## config.mk

```make
export PLATFORM = sky130hd
export DESIGN_NAME = cfg_hdr_regfile
export DESIGN_NICKNAME = d
export VERILOG_FILES = /design/src/rtl/cfg_hdr_pkg.sv /design/src/rtl/cfg_bar_slot.sv /design/src/rtl/cfg_cmd_status.sv /design/src/rtl/cfg_hdr_rdmux.sv /design/src/rtl/cfg_hdr_regfile.sv
export SDC_FILE = /design/constraint.sdc
export NUM_CORES = 1
export LEC_CHECK = 0
export BUFFER_PORTS_ARGS = -buffer_cell sky130_fd_sc_hd__buf_2
export CAP_MARGIN = 20
export CORE_ASPECT_RATIO = 1.5
export CORE_MARGIN = 5
export CORE_UTILIZATION = 60
export CTS_CLUSTER_DIAMETER = 40
export DETAILED_ROUTE_END_ITERATION = 7
export PLACE_DENSITY = 0.84
export SLEW_MARGIN = 40
export SYNTH_ARGS = -nofsm -noshare
export SYNTH_HDL_FRONTEND = slang
export SYNTH_SLANG_ARGS = --single-unit
```

## constraint.sdc

```tcl
create_clock -name clk -period 2.4 [get_ports clk]
set_input_delay 0.24 -clock clk [delete_from_list [all_inputs] [get_ports clk]]
set_output_delay 0.24 -clock clk [all_outputs]
set_load 0.05 [all_outputs]
```

## src/rtl/cfg_hdr_pkg.sv

```systemverilog
package cfg_hdr_pkg;

  localparam int NUM_BARS = 6;
  localparam int BAR_DW0  = 4;

  typedef enum logic [2:0] {
    SLOT_NONE    = 3'd0,
    SLOT_MEM32   = 3'd1,
    SLOT_MEM64   = 3'd2,
    SLOT_IO      = 3'd3,
    SLOT_MEM64_HI = 3'd4
  } slot_kind_e;

  localparam int CMD_IO_BIT   = 0;
  localparam int CMD_MEM_BIT  = 1;
  localparam int CMD_BM_BIT   = 2;
  localparam int CMD_PERR_BIT = 6;
  localparam int CMD_SERR_BIT = 8;
  localparam int CMD_INTD_BIT = 10;

  localparam logic [15:0] CMD_WMASK    = 16'h0547;
  localparam logic [15:0] STS_W1C_MASK = 16'hF900;

  // all bits at position lo and above
  function automatic logic [31:0] ones_from(input int lo);
    logic [31:0] m;
    m = '0;
    for (int b = 0; b < 32; b++) begin
      if (b >= lo) m[b] = 1'b1;
    end
    return m;
  endfunction

  function automatic int imax(input int a, input int b);
    return (a > b) ? a : b;
  endfunction

  function automatic logic [31:0] be_mask(input logic [3:0] be);
    return {{8{be[3]}}, {8{be[2]}}, {8{be[1]}}, {8{be[0]}}};
  endfunction

  function automatic logic [31:0] byte_merge(input logic [31:0] old_v,
                                             input logic [31:0] new_v,
                                             input logic [3:0]  be);
    logic [31:0] m;
    m = be_mask(be);
    return (old_v & ~m) | (new_v & m);
  endfunction

  // writable address bits of one slot
  function automatic logic [31:0] bar_wmask(input slot_kind_e kind, input int log2sz);
    logic [31:0] m;
    case (kind)
      SLOT_MEM32:    m = ones_from(imax(4, log2sz));
      SLOT_MEM64:    m = (log2sz >= 32) ? 32'h0 : ones_from(imax(4, log2sz));
      SLOT_MEM64_HI: m = ones_from(imax(0, log2sz - 32));
      SLOT_IO:       m = ones_from(imax(2, log2sz));
      default:       m = 32'h0;
    endcase
    return m;
  endfunction

  // hardwired encoding bits of one slot
  function automatic logic [31:0] bar_ro_bits(input slot_kind_e kind, input bit pref);
    logic [31:0] r;
    case (kind)
      SLOT_MEM32: r = {28'h0, pref, 3'b000};
      SLOT_MEM64: r = {28'h0, pref, 3'b100};
      SLOT_IO:    r = 32'h1;
      default:    r = 32'h0;
    endcase
    return r;
  endfunction

  // role of a slot once 64-bit pairs have claimed their upper halves
  function automatic slot_kind_e slot_role(input logic [NUM_BARS*3-1:0] kinds, input int idx);
    slot_kind_e role;
    slot_kind_e cur;
    bit         hi_next;
    role    = SLOT_NONE;
    hi_next = 1'b0;
    for (int j = 0; j < NUM_BARS; j++) begin
      if (j <= idx) begin
        cur = slot_kind_e'(kinds[j*3 +: 3]);
        if (hi_next) begin
          role    = SLOT_MEM64_HI;
          hi_next = 1'b0;
        end else if (cur == SLOT_MEM64 && j == NUM_BARS - 1) begin
          role = SLOT_NONE;
        end else if (cur == SLOT_MEM64_HI || cur > SLOT_MEM64_HI) begin
          role = SLOT_NONE;
        end else begin
          role    = cur;
          hi_next = (cur == SLOT_MEM64);
        end
      end
    end
    return role;
  endfunction

  // aperture log2 that governs a slot (upper halves take their owner's)
  function automatic int slot_log2(input logic [NUM_BARS*3-1:0] kinds,
                                   input logic [NUM_BARS*6-1:0] log2s,
                                   input int idx);
    if (slot_role(kinds, idx) == SLOT_MEM64_HI && idx > 0)
      return int'(log2s[(idx-1)*6 +: 6]);
    return int'(log2s[idx*6 +: 6]);
  endfunction

endpackage

```

## src/rtl/cfg_bar_slot.sv

```systemverilog
module cfg_bar_slot
  import cfg_hdr_pkg::*;
#(
  parameter slot_kind_e KIND   = SLOT_NONE,
  parameter int         LOG2SZ = 12,
  parameter bit         PREF   = 1'b0
) (
  input  logic        clk,
  input  logic        rst_n,
  input  logic        wr_en,
  input  logic [3:0]  be,
  input  logic [31:0] wdata,
  output logic [31:0] rdata
);

  localparam logic [31:0] WMASK = bar_wmask(KIND, LOG2SZ);
  localparam logic [31:0] RO    = bar_ro_bits(KIND, PREF);

  logic [31:0] base_q;

  always_ff @(posedge clk or negedge rst_n) begin
    if (!rst_n) begin
      base_q <= '0;
    end else if (wr_en) begin
      base_q <= byte_merge(base_q, wdata, be) & WMASK;
    end
  end

  assign rdata = (base_q & WMASK) | RO;

endmodule

```

## src/rtl/cfg_cmd_status.sv

```systemverilog
module cfg_cmd_status
  import cfg_hdr_pkg::*;
#(
  parameter bit CAP_PRESENT = 1'b1
) (
  input  logic        clk,
  input  logic        rst_n,
  input  logic        wr_en,
  input  logic [3:0]  be,
  input  logic [31:0] wdata,
  input  logic [4:0]  err_evt,
  input  logic        mdpe_evt,
  input  logic        intx_pending,
  output logic [15:0] cmd_q,
  output logic [15:0] sts_err,
  output logic [15:0] status_rd,
  output logic [15:0] sts_set,
  output logic [15:0] sts_clr
);

  logic [15:0] cmd_r;
  logic [15:0] sts_r;
  logic [31:0] wmask;

  assign wmask = be_mask(be);

  // event and clear vectors, brought out for the checker
  assign sts_set = {err_evt, 2'b00, mdpe_evt & cmd_r[CMD_PERR_BIT], 8'h00};
  assign sts_clr = wr_en ? (wdata[31:16] & wmask[31:16] & STS_W1C_MASK) : 16'h0;

  always_ff @(posedge clk or negedge rst_n) begin
    if (!rst_n) begin
      cmd_r <= '0;
      sts_r <= '0;
    end else begin
      if (wr_en) begin
        cmd_r <= ((cmd_r & ~wmask[15:0]) | (wdata[15:0] & wmask[15:0])) & CMD_WMASK;
      end
      sts_r <= (sts_r & ~sts_clr) | sts_set;
    end
  end

  assign cmd_q     = cmd_r;
  assign sts_err   = sts_r;
  assign status_rd = sts_r | {11'h0, CAP_PRESENT, intx_pending, 3'b000};

endmodule

```

## src/rtl/cfg_hdr_rdmux.sv

```systemverilog
module cfg_hdr_rdmux
  import cfg_hdr_pkg::*;
#(
  parameter int          DW_W       = 6,
  parameter logic [15:0] VENDOR_ID  = 16'h1A2B,
  parameter logic [15:0] DEVICE_ID  = 16'h3C4D,
  parameter logic [7:0]  REV_ID     = 8'h02,
  parameter logic [23:0] CLASS_CODE = 24'h0C0330,
  parameter logic [7:0]  HDR_TYPE   = 8'h00,
  parameter logic [15:0] SUBSYS_VID = 16'h1A2B,
  parameter logic [15:0] SUBSYS_ID  = 16'h0001,
  parameter logic [7:0]  CAP_PTR    = 8'h40,
  parameter logic [7:0]  INT_PIN    = 8'h01
) (
  input  logic [DW_W-1:0]       dw,
  input  logic [15:0]           cmd,
  input  logic [15:0]           status,
  input  logic [NUM_BARS*32-1:0] bar_rd,
  input  logic [7:0]            int_line,
  output logic [31:0]           rdata
);

  always_comb begin
    rdata = 32'h0;
    case (dw)
      DW_W'(0):  rdata = {DEVICE_ID, VENDOR_ID};
      DW_W'(1):  rdata = {status, cmd};
      DW_W'(2):  rdata = {CLASS_CODE, REV_ID};
      DW_W'(3):  rdata = {8'h00, HDR_TYPE, 16'h0000};
      DW_W'(11): rdata = {SUBSYS_ID, SUBSYS_VID};
      DW_W'(13): rdata = {24'h0, CAP_PTR};
      DW_W'(15): rdata = {16'h0000, INT_PIN, int_line};
      default:   rdata = 32'h0;
    endcase
    for (int i = 0; i < NUM_BARS; i++) begin
      if (dw == DW_W'(BAR_DW0 + i)) rdata = bar_rd[i*32 +: 32];
    end
  end

endmodule

```

## src/rtl/cfg_hdr_regfile.sv

```systemverilog
module cfg_hdr_regfile
  import cfg_hdr_pkg::*;
#(
  parameter int          DW_W       = 6,
  parameter logic [15:0] VENDOR_ID  = 16'h1A2B,
  parameter logic [15:0] DEVICE_ID  = 16'h3C4D,
  parameter logic [7:0]  REV_ID     = 8'h02,
  parameter logic [23:0] CLASS_CODE = 24'h0C0330,
  parameter logic [7:0]  HDR_TYPE   = 8'h00,
  parameter logic [15:0] SUBSYS_VID = 16'h1A2B,
  parameter logic [15:0] SUBSYS_ID  = 16'h0001,
  parameter logic [7:0]  CAP_PTR    = 8'h40,
  parameter logic [7:0]  INT_PIN    = 8'h01,
  // per slot, slot 0 in the low bits: kind code, aperture log2, prefetch flag
  parameter logic [NUM_BARS*3-1:0] BAR_KINDS = {3'd1, 3'd0, 3'd0, 3'd2, 3'd3, 3'd1},
  parameter logic [NUM_BARS*6-1:0] BAR_LOG2  = {6'd8, 6'd0, 6'd0, 6'd20, 6'd5, 6'd12},
  parameter logic [NUM_BARS-1:0]   BAR_PREF  = 6'b000100
) (
  input  logic            clk,
  input  logic            rst_n,
  input  logic            acc_req,
  input  logic            acc_we,
  input  logic [DW_W-1:0] acc_dw,
  input  logic [3:0]      acc_be,
  input  logic [31:0]     acc_wdata,
  output logic            rd_valid,
  output logic [31:0]     rd_data,
  input  logic [4:0]      err_evt,
  input  logic            mdpe_evt,
  input  logic            intx_pending,
  output logic            cmd_io_en,
  output logic            cmd_mem_en,
  output logic            cmd_bm_en,
  output logic            cmd_perr_en,
  output logic            cmd_serr_en,
  output logic            intx_assert
);

  localparam bit CAP_PRESENT = (CAP_PTR != 8'h00);
  localparam logic [DW_W-1:0] DW_CMD  = DW_W'(1);
  localparam logic [DW_W-1:0] DW_LINE = DW_W'(15);

  // named internal events
  logic                   wr_strobe;
  logic                   rd_strobe;
  logic                   cmd_wr;
  logic                   line_wr;
  logic [NUM_BARS-1:0]    bar_wr;
  logic [NUM_BARS*32-1:0] bar_rd;
  logic [15:0]            cmd_q;
  logic [15:0]            sts_err;
  logic [15:0]            status_rd;
  logic [15:0]            sts_set;
  logic [15:0]            sts_clr;
  logic [7:0]             int_line_q;
  logic [31:0]            rd_mux;

  assign wr_strobe = acc_req & acc_we;
  assign rd_strobe = acc_req & ~acc_we;
  assign cmd_wr    = wr_strobe && (acc_dw == DW_CMD);
  assign line_wr   = wr_strobe && (acc_dw == DW_LINE) && acc_be[0];

  for (genvar i = 0; i < NUM_BARS; i++) begin : g_bar
    localparam slot_kind_e ROLE = slot_role(BAR_KINDS, i);
    localparam int         L2   = slot_log2(BAR_KINDS, BAR_LOG2, i);

    assign bar_wr[i] = wr_strobe && (acc_dw == DW_W'(BAR_DW0 + i));

    cfg_bar_slot #(
      .KIND   (ROLE),
      .LOG2SZ (L2),
      .PREF   (BAR_PREF[i])
    ) u_slot (
      .clk   (clk),
      .rst_n (rst_n),
      .wr_en (bar_wr[i]),
      .be    (acc_be),
      .wdata (acc_wdata),
      .rdata (bar_rd[i*32 +: 32])
    );
  end

  cfg_cmd_status #(
    .CAP_PRESENT (CAP_PRESENT)
  ) u_cmdsts (
    .clk          (clk),
    .rst_n        (rst_n),
    .wr_en        (cmd_wr),
    .be           (acc_be),
    .wdata        (acc_wdata),
    .err_evt      (err_evt),
    .mdpe_evt     (mdpe_evt),
    .intx_pending (intx_pending),
    .cmd_q        (cmd_q),
    .sts_err      (sts_err),
    .status_rd    (status_rd),
    .sts_set      (sts_set),
    .sts_clr      (sts_clr)
  );

  cfg_hdr_rdmux #(
    .DW_W       (DW_W),
    .VENDOR_ID  (VENDOR_ID),
    .DEVICE_ID  (DEVICE_ID),
    .REV_ID     (REV_ID),
    .CLASS_CODE (CLASS_CODE),
    .HDR_TYPE   (HDR_TYPE),
    .SUBSYS_VID (SUBSYS_VID),
    .SUBSYS_ID  (SUBSYS_ID),
    .CAP_PTR    (CAP_PTR),
    .INT_PIN    (INT_PIN)
  ) u_rdmux (
    .dw       (acc_dw),
    .cmd      (cmd_q),
    .status   (status_rd),
    .bar_rd   (bar_rd),
    .int_line (int_line_q),
    .rdata    (rd_mux)
  );

  always_ff @(posedge clk or negedge rst_n) begin
    if (!rst_n) begin
      int_line_q <= '0;
    end else if (line_wr) begin
      int_line_q <= acc_wdata[7:0];
    end
  end

  always_ff @(posedge clk or negedge rst_n) begin
    if (!rst_n) begin
      rd_valid <= 1'b0;
      rd_data  <= '0;
    end else begin
      rd_valid <= rd_strobe;
      if (rd_strobe) rd_data <= rd_mux;
    end
  end

  assign cmd_io_en   = cmd_q[CMD_IO_BIT];
  assign cmd_mem_en  = cmd_q[CMD_MEM_BIT];
  assign cmd_bm_en   = cmd_q[CMD_BM_BIT];
  assign cmd_perr_en = cmd_q[CMD_PERR_BIT];
  assign cmd_serr_en = cmd_q[CMD_SERR_BIT];
  assign intx_assert = intx_pending & ~cmd_q[CMD_INTD_BIT];

endmodule

```

==> results of run 1 <==
[metrics by stage]
stage	instances	hold WS, ns	util	worst slack, ns	power (W)
2_1_floorplan	598	-0.0556	-	0.528	0.00352
3_3_place_gp	838	0.244	0.665	0.223	0.00377
3_5_place_dp	838	0.250	0.665	0.166	0.00381
4_1_cts	873	0.0190	0.715	0.583	0.00650
5_1_grt	873	0.0104	0.715	0.532	0.00669
6_report	873	0.0211	0.715	0.517	0.00648
[layer usage]
metal / track usage / up-vias
met4: 0.152 / 0
met3: 0.0618 / 72
li1: - / 2427
met5: 0 / -
met2: 0.480 / 302
met1: 0.358 / 2908
[cell type report]
cell class                      count  area share
Inverter                            6     0.00254
Tap cell                          156      0.0220
Multi-Input combinational cell    389       0.352
Clock buffer                       18      0.0485
Timing Repair Buffer              123      0.0833
Sequential cell                   168       0.475
Clock inverter                     13      0.0164
[path summary, 6_finish.rpt]
check | from | endpoint | slack (ns)
max in group asynchronous | rst_n | async pin | 1.28
hold reg to reg | rd_data[7] | rd_data[7] | 0.48
hold / removal | err_evt[4] | u_cmdsts.sts_err[15] | 0.02
setup / recovery | acc_dw[0] | flop | 0.52
min in group asynchronous | rst_n | async pin | 0.34
setup reg to reg | u_cmdsts.sts_err[11] | rd_data[27] | 1.09
[power by group through the flow]
stage	clock network, W	registers, W	logic [W]
3_5_place_dp	0	0.00312	0.000689
3_3_place_gp	0	0.00311	0.000666
2_1_floorplan	0	0.00326	0.000260
5_1_grt	0.00285	0.00309	0.000750
4_1_cts	0.00273	0.00307	0.000702
6_report	0.00270	0.00307	0.000702
[kinds of logic (layout without fill, tap and decap cells)]
logic type,count (synthesis),count (layout),share of synthesized area
mux,137,137,0.206
simple gates,127,127,0.0901
compound gates,125,125,0.118
flops,168,168,0.559
buf+inv,41,160,0.0276
[what timing repair did]
action / in CTS / in global routing
resized for setup: 0 / 0
endpoints found under the hold margin: 62 / 0
hold buffers: 4 / 0
[layout by cell type (no fill, tap or decap), types with 5 or more instances in the layout]
master / count
a222oi_1: 5
dfrtp_1: 168
o21ai_0: 25
and3_1: 8
nor2b_1: 6
a21oi_1: 17
nor3_1: 8
nor2_1: 20
nand2b_1: 5
a31oi_1: 11
mux2_2: 131
a221oi_1: 16
a21o_1: 5
buf_2: 90
clkbuf_16: 17
nand3_1: 9
nand2_1: 43
inv_6: 5
a211oi_1: 10
nand2_2: 6
buf_4: 26
or3_1: 5
[worst register-to-register path, cell delays in order, from the launching register on]
cell	delay [ns]
dfrtp_1	0.38
nand2_1	0.08
a311oi_1	0.40
a221oi_1	0.12
o31ai_1	0.22
==> reports/metrics.cfg, run 1 <==
[outcome]
outcome=complete, no violations

[placed_design]
placed_area_sq_um=8240
routabilityCongestion=0.906
place_hpwl_microns=14200
portBuffers=91

[global_routing]
grt_pass1_wl_microns=33300
grt_max_degree=64
grt_pass1_vias=6205
overflow=0
grtUsageTotal=0.292
antenna_found_initial=0

[timing]
finalCritPeriodShare=0.784
hold_viol=0
finalSetupTns_ns=0
final-setup-viol-count=0
finalMaxSlewViolations=0
worstMarginPinSlew_ns=0.640
rsz0062_at_grt=false
finClkSkew_ns=0.00866
fmax_mhz=531
min_period_ns=1.88
slew_headroom=0.574

[run]
maxCapViolCount=0

[worst_setup_path]
worstPathRequired_ns=2.71
cp-end-kind=flop
cp_max_fo=44
critPathSlowestCell=or3_1
path_delay_family=simple AND/OR/NAND/NOR gates
worstSetupPathType=in -> reg
worst_setup_path_start_kind=input port
crit_chain=buf_2, buf_12, nand2_1, or3_1, nor2_4, mux2_2
slowest_delay_ns=0.63
path_depth=6
critPathArrivalTime_ns=2.19
worstRegToRegCells=4
path_buf_inv=2

[final_layout]
ff_latch_area_sq_um=4200
multi_input_area_sq_um=3120
num-fill-cells=838
drive_gt1_frac=0.416
antenna_cells=0
nets=758
area_delta_synth_final_pct=17.6
stdcell_area_sq_um=8850

[synthesis]
yosys-top-cells-area=dfrtp_1 56%, mux2_2 20%, nand2_1 2.1%
syn_inst=598
synthDistinctLibCells=54
syn_avg_cell_area_sq_um=12.6
yosysWarnings=0
synth.largest_area_cell=dfrtp_1
synthMostInstantiatedCell=dfrtp_1
synth_top_area_frac=0.559
synth-seq-cells=168
synth_fp_nets=651
synthArstFlopShare=1.00
synthTopCellsByCount=168 x dfrtp_1, 131 x mux2_2, 43 x nand2_1, 25 x o21ai_0, 20 x nor2_1
synth_edf_count=0
yosysSeqAreaShare=0.559
syn-cell-area_sq_um=7530
yosys_most_used_dff=dfrtp_1

[clock_network]
cts.path.max_buffers=2
clkSlewWorstSetupHoldPaths_ns=0.07
numCtsBuffers=17
clockRootBuffer=clkbuf_16
insertion_delay_ns=0.43
cts_tree=done
htree_num_levels=4
cts_sinks=168
post-cts-setup-buffer-count=0

[power_and_ir_drop]
ir_drop_mv=0.481
power_frac_seq=0.474
combPwrFrac=0.108
p_sw_w=0.00172
switching_share=0.266
leakagePower_nw=4.35
pwr_density_cell_nw_per_um2=732
clkPwrFrac=0.417
cell_internal_pwr_w=0.00476

[drt]
drt_iter0_drc=634
routed_wl_microns=20600
ant_nets=0
wl_met3_microns=1500
dr_wl_met2_microns=10600
maxUsedRoutingLayer=met4
wl_met1_microns=7540
num_vias=5709
via_per_inst=6.54
dr.pass1.iters=5
wire_per_inst_microns=23.6
drcViolationCount=0

[floorplan]
die_x_microns=101
die_y_microns=147
floorplan.initialDensity=0.608
die_area_sq_um=14900
rows=50
pin_count=92
core_sq_um=12400

[worst_hold_path]
min_path_type=in -> reg
whs_path_depth=2

No activity file was read; power rests on OpenSTA's default activity.
==> run 2: changes to the inputs <==
--- a/config.mk
+++ b/config.mk
@@ -5,14 +5,15 @@
 export SDC_FILE = /design/constraint.sdc
 export NUM_CORES = 1
 export LEC_CHECK = 0
+export ABC_AREA = 1
 export BUFFER_PORTS_ARGS = -buffer_cell sky130_fd_sc_hd__buf_2
 export CAP_MARGIN = 20
 export CORE_ASPECT_RATIO = 1.5
 export CORE_MARGIN = 5
-export CORE_UTILIZATION = 60
+export CORE_UTILIZATION = 58
 export CTS_CLUSTER_DIAMETER = 40
 export DETAILED_ROUTE_END_ITERATION = 7
-export PLACE_DENSITY = 0.84
+export PLACE_DENSITY = 0.81
 export SLEW_MARGIN = 40
 export SYNTH_ARGS = -nofsm -noshare
 export SYNTH_HDL_FRONTEND = slang
==> constraint.sdc (replaced) <==
create_clock -name clk -period 1.83 [get_ports clk]
set_input_delay 0.183 -clock clk [delete_from_list [all_inputs] [get_ports clk]]
set_output_delay 0.183 -clock clk [all_outputs]
set_load 0.05 [all_outputs]
==> reports/metrics.cfg, run 2 <==
[outcome]
outcome=complete, no violations

[timing]
rsz0062_at_grt=false
final-setup-viol-count=0
finalSetupTns_ns=0
slew_headroom=0.667
worstMarginPinSlew_ns=0.499
finClkSkew_ns=0.00912
finalCritPeriodShare=0.762
hold_viol=0
finalMaxSlewViolations=0
min_period_ns=1.39
setup_ws_ns=0.435
fmax_mhz=717

[synthesis]
synthDistinctLibCells=31
synth-seq-cells=168
syn-cell-area_sq_um=7760
synth_top_area_frac=0.542
synth.largest_area_cell=dfrtp_1
synth_fa_ha_area_frac=0
synthArstFlopShare=1.00
synth_fp_nets=934
syn_avg_cell_area_sq_um=8.81
synthMostInstantiatedCell=nand2_1
synth_mux_area_frac=0.00516
synth_xor_area_frac=0
synthTopCellsByCount=249 x nand2_1, 168 x dfrtp_1, 78 x inv_1, 75 x o21ai_0, 55 x nor2_1
synth_edf_count=0
synthSimpleGateAreaFrac=0.215
synth_compound_area_frac=0.165
syn_inst=881
synth_top_family_by_area=simple AND/OR/NAND/NOR gates
yosysSeqAreaShare=0.542
yosys-top-cells-area=dfrtp_1 54%, nand2_1 12%, o21ai_2 5.3%
yosys_most_used_dff=dfrtp_1
yosysWarnings=0

[global_routing]
antenna_found_initial=3
grt_pass1_vias=6725
overflow=0
grt_pass1_wl_microns=34000
grtUsageTotal=0.271
grt_max_degree=52

[final_layout]
mostFrequentLayoutCells=249 x nand2_1, 168 x dfrtp_1, 90 x buf_2, 78 x inv_1, 75 x o21ai_0
fin_cells=1172
nets=1052
area_delta_synth_final_pct=17.7
drive_gt1_frac=0.232
layout_commonest_cell=nand2_1

[floorplan]
floorplan.initialDensity=0.593
rows=51
die_area_sq_um=15800
die_y_microns=152
pin_count=92
core_sq_um=13100
die_x_microns=104

[power_and_ir_drop]
ir_drop_mv=0.617
pwr_density_cell_nw_per_um2=959
finalPower_w=0.00876
leakagePower_nw=4.68

[drt]
drt_iter0_drc=418
routed_wl_microns=20200
dr.pass1.iters=8
drcViolationCount=0
wire_per_inst_microns=17.3
via_per_inst=5.58
num_vias=6544
ant_nets=0

[worst_setup_path]
r2r_slack_ns=0.72
worstPathRequired_ns=1.65
reg2reg_to=rd_data[20]
worst_setup_path_start_kind=flop
worstSetupPathType=reg -> out
cp_max_fo=3
worstRegToRegCells=5
critPathArrivalTime_ns=1.21
cp-end-kind=output port

[clock_network]
cts.path.max_buffers=2
clkSlewWorstSetupHoldPaths_ns=0.06
numCtsBuffers=17
post-cts-setup-buffer-count=0
htree_num_levels=4
insertion_delay_ns=0.44
cts_tree=done
cts_sinks=168
clockRootBuffer=clkbuf_16

[worst_hold_path]
hp-start=acc_wdata[7]
whs_path_depth=3
min_path_type=in -> reg

[placed_design]
place_ws_ns=0.137
portBuffers=91
dp.cells=1127
place_hpwl_microns=13400
routabilityCongestion=0.920

[run]
maxCapViolCount=0

run 2: metrics by stage:
step | cell area, sq um | util | hold WS, ns
2_1_floorplan | 7760 | - | -0.113
3_3_place_gp | 8410 | 0.643 | 0.149
3_5_place_dp | 8410 | 0.643 | 0.149
4_1_cts | 9130 | 0.698 | 0.00284
5_1_grt | 9130 | 0.698 | 0.0296
6_report | 9130 | 0.698 | 0.0184
run 2: cells by family (layout without fill, tap and decap cells):
logic type / after synthesis / in the layout
buffers and inverters: 117 / 248
DFF: 168 / 168
muxes: 4 / 4
other: 0 / 1
and+or+nand+nor: 378 / 378
AOI/OAI and AO/OA: 214 / 214
run 2: layer usage:
layer,vias up,track usage,part of all wire
met4,4,0.129,0.035
met5,-,0,0.00069
met2,250,0.451,0.51
li1,3102,-,-
met1,3130,0.337,0.39
met3,58,0.0606,0.061
run 2: power breakdown:
part | switching (W) | total (W) | leakage (nW) | internal (W)
Combinational | 0.000727 | 0.00101 | 2.18 | 0.000288
Clock | 0.00150 | 0.00370 | 0.281 | 0.00219
Sequential | 0.000119 | 0.00405 | 2.22 | 0.00393
run 2: layout make-up:
| cell class | instances | area (sq um) |
|---|---|---|
| tap | 159 | 199 |
| sequential | 168 | 4200 |
| inverter | 86 | 323 |
| multi-input combinational | 596 | 2990 |
| timing repair buffer | 130 | 810 |
| clock inverter | 10 | 144 |
| fill | 989 | 3950 |
| clock buffer | 22 | 454 |
| antenna | 1 | 2.50 |
run 2: worst max path at each step:
stage / endpoint / slack, ns / from / cells past startpoint
after floorplan: flop / 0.48 / acc_dw[5] / 9
after global placement: flop / 0.15 / acc_dw[5] / 10
after detailed placement: flop / 0.14 / acc_dw[5] / 10
after CTS: intx_assert / 0.42 / flop / 2
after global routing: intx_assert / 0.41 / flop / 2
final: intx_assert / 0.44 / flop / 2
run 2: critical path, stage by stage (launching register included):
cell	delay [ns]
dfrtp_1	0.41
nor2_1	0.11
buf_2	0.27
run 2: repair_timing:
item                                    CTS  global route
hold buffers                             12             0
resized for setup                         0             0
endpoints found under the hold margin    54             0
endpoints found under the setup margin    0             0
==> run 3: changes to the inputs <==
==> constraint.sdc (replaced) <==
create_clock -name clk -period 1.34 [get_ports clk]
set_input_delay 0.134 -clock clk [delete_from_list [all_inputs] [get_ports clk]]
set_output_delay 0.134 -clock clk [all_outputs]
set_load 0.05 [all_outputs]
==> reports/metrics.cfg, run 3 (same netlist as run 2, synthesis figures left out) <==
[outcome]
outcome=complete, no violations

[timing]
hold_viol=0
min_period_ns=1.33
finalMaxSlewViolations=0
worstMarginPinSlew_ns=0.378
final-setup-viol-count=0
finClkSkew_ns=0.00951
fmax_mhz=750
finalCritPeriodShare=0.995
slew_headroom=0.748
rsz0062_at_grt=false

[drt]
ant_nets=0
drt_iter0_drc=444
num_vias=6899
via_per_inst=5.64
dr.pass1.iters=5
routed_wl_microns=21500
drcViolationCount=0
wire_per_inst_microns=17.6

[worst_setup_path]
worstSetupPathType=reg -> out
cp_max_fo=3
worst_setup_path_start_kind=flop
critPathArrivalTime_ns=1.20
reg2reg_to=rd_data[31]
cp-end-kind=output port
r2r_slack_ns=0.23
worstPathRequired_ns=1.21
worstRegToRegCells=5

[power_and_ir_drop]
ir_drop_mv=0.868
pwr_density_cell_nw_per_um2=1270
leakagePower_nw=5.03

[worst_hold_path]
whs_path_depth=3
hp-start=acc_wdata[15]
min_path_type=in -> reg

[final_layout]
nets=1103
mostFrequentLayoutCells=249 x nand2_1, 168 x dfrtp_1, 89 x buf_2, 78 x inv_1, 75 x o21ai_0
fin_cells=1223
layout_commonest_cell=nand2_1
drive_gt1_frac=0.271
stdcell_area_sq_um=9770
area_delta_synth_final_pct=25.9

[clock_network]
cts_tree=done
clockRootBuffer=clkbuf_16
clkSlewWorstSetupHoldPaths_ns=0.07
insertion_delay_ns=0.43
cts_sinks=168
htree_num_levels=4
cts.path.max_buffers=2
numCtsBuffers=17

[placed_design]
placed_area_sq_um=8960
portBuffers=91
dp.cells=1175
routabilityCongestion=0.917
place_hpwl_microns=14600

[global_routing]
overflow=0
antenna_found_initial=1
grt_pass1_vias=7159
grt_max_degree=38
grt_pass1_wl_microns=35500
grtUsageTotal=0.281

[floorplan]
pin_count=92
die_area_sq_um=15800
rows=51
core_sq_um=13100
floorplan.initialDensity=0.593
die_y_microns=152
die_x_microns=104

[run]
maxCapViolCount=0

==> run 3: metrics by stage <==
step	util	setup TNS (ns)	hold WS [ns]	total power [W]	setup slack (ns)
3_5_place_dp	0.685	-23.53	0.0680	0.00706	-0.230
4_1_cts	0.746	0	0.00118	0.0124	0.0487
3_3_place_gp	0.685	-17.85	0.0718	0.00701	-0.163
2_1_floorplan	-	0	-0.162	0.00645	0.0417
5_1_grt	0.746	0	0.0178	0.0128	0.0163
6_report	0.747	0	0.00201	0.0124	0.00724
==> run 3: timing repair <==
item,4_1_cts,5_1_grt
setup endpoints to repair,1,1
pin swaps,0,0
setup buffers,0,0
endpoints found under the hold margin,187,0
hold buffers,15,0
gates resized for setup,1,2
==> run 3: how the worst max path moves through the flow <==
stage	from	to	slack, ns	depth (start not counted)
6_report	flop	intx_assert	0.007	2
5_1_grt	flop	intx_assert	0.02	2
4_1_cts	flop	intx_assert	0.05	2
3_5_place_dp	acc_dw[5]	rd_data[26]	-0.23	9
3_3_place_gp	acc_dw[5]	rd_data[22]	-0.16	9
2_1_floorplan	acc_dw[5]	flop	0.04	9
==> run 3: final cells by class <==
type                    instances  area (sq um)
flip-flops and latches        168          4200
fillers                       888          3320
multi-input cells             596          3000
repair buffers                181          1390
clock buffers                  18           439
inverters                      86           323
clock inverters                14           209
well taps                     159           199
diodes                          1          2.50
==> run 3: per-layer routing <==
metal  track usage  wire [microns]
met3        0.0560            1400
met4         0.152            1000
met1         0.340            8150
met5             0               8
met2         0.474           10900
==> run 3: worst max-delay path, stage by stage, from the launching register on <==
cell     delay, ns
dfrtp_1       0.42
nor2_2        0.17
buf_6         0.18
==> run 3: power by group <==
part	switching [W]	internal, W
sequential	0.000174	0.00536
clock	0.00217	0.00323
combinational	0.00102	0.000464
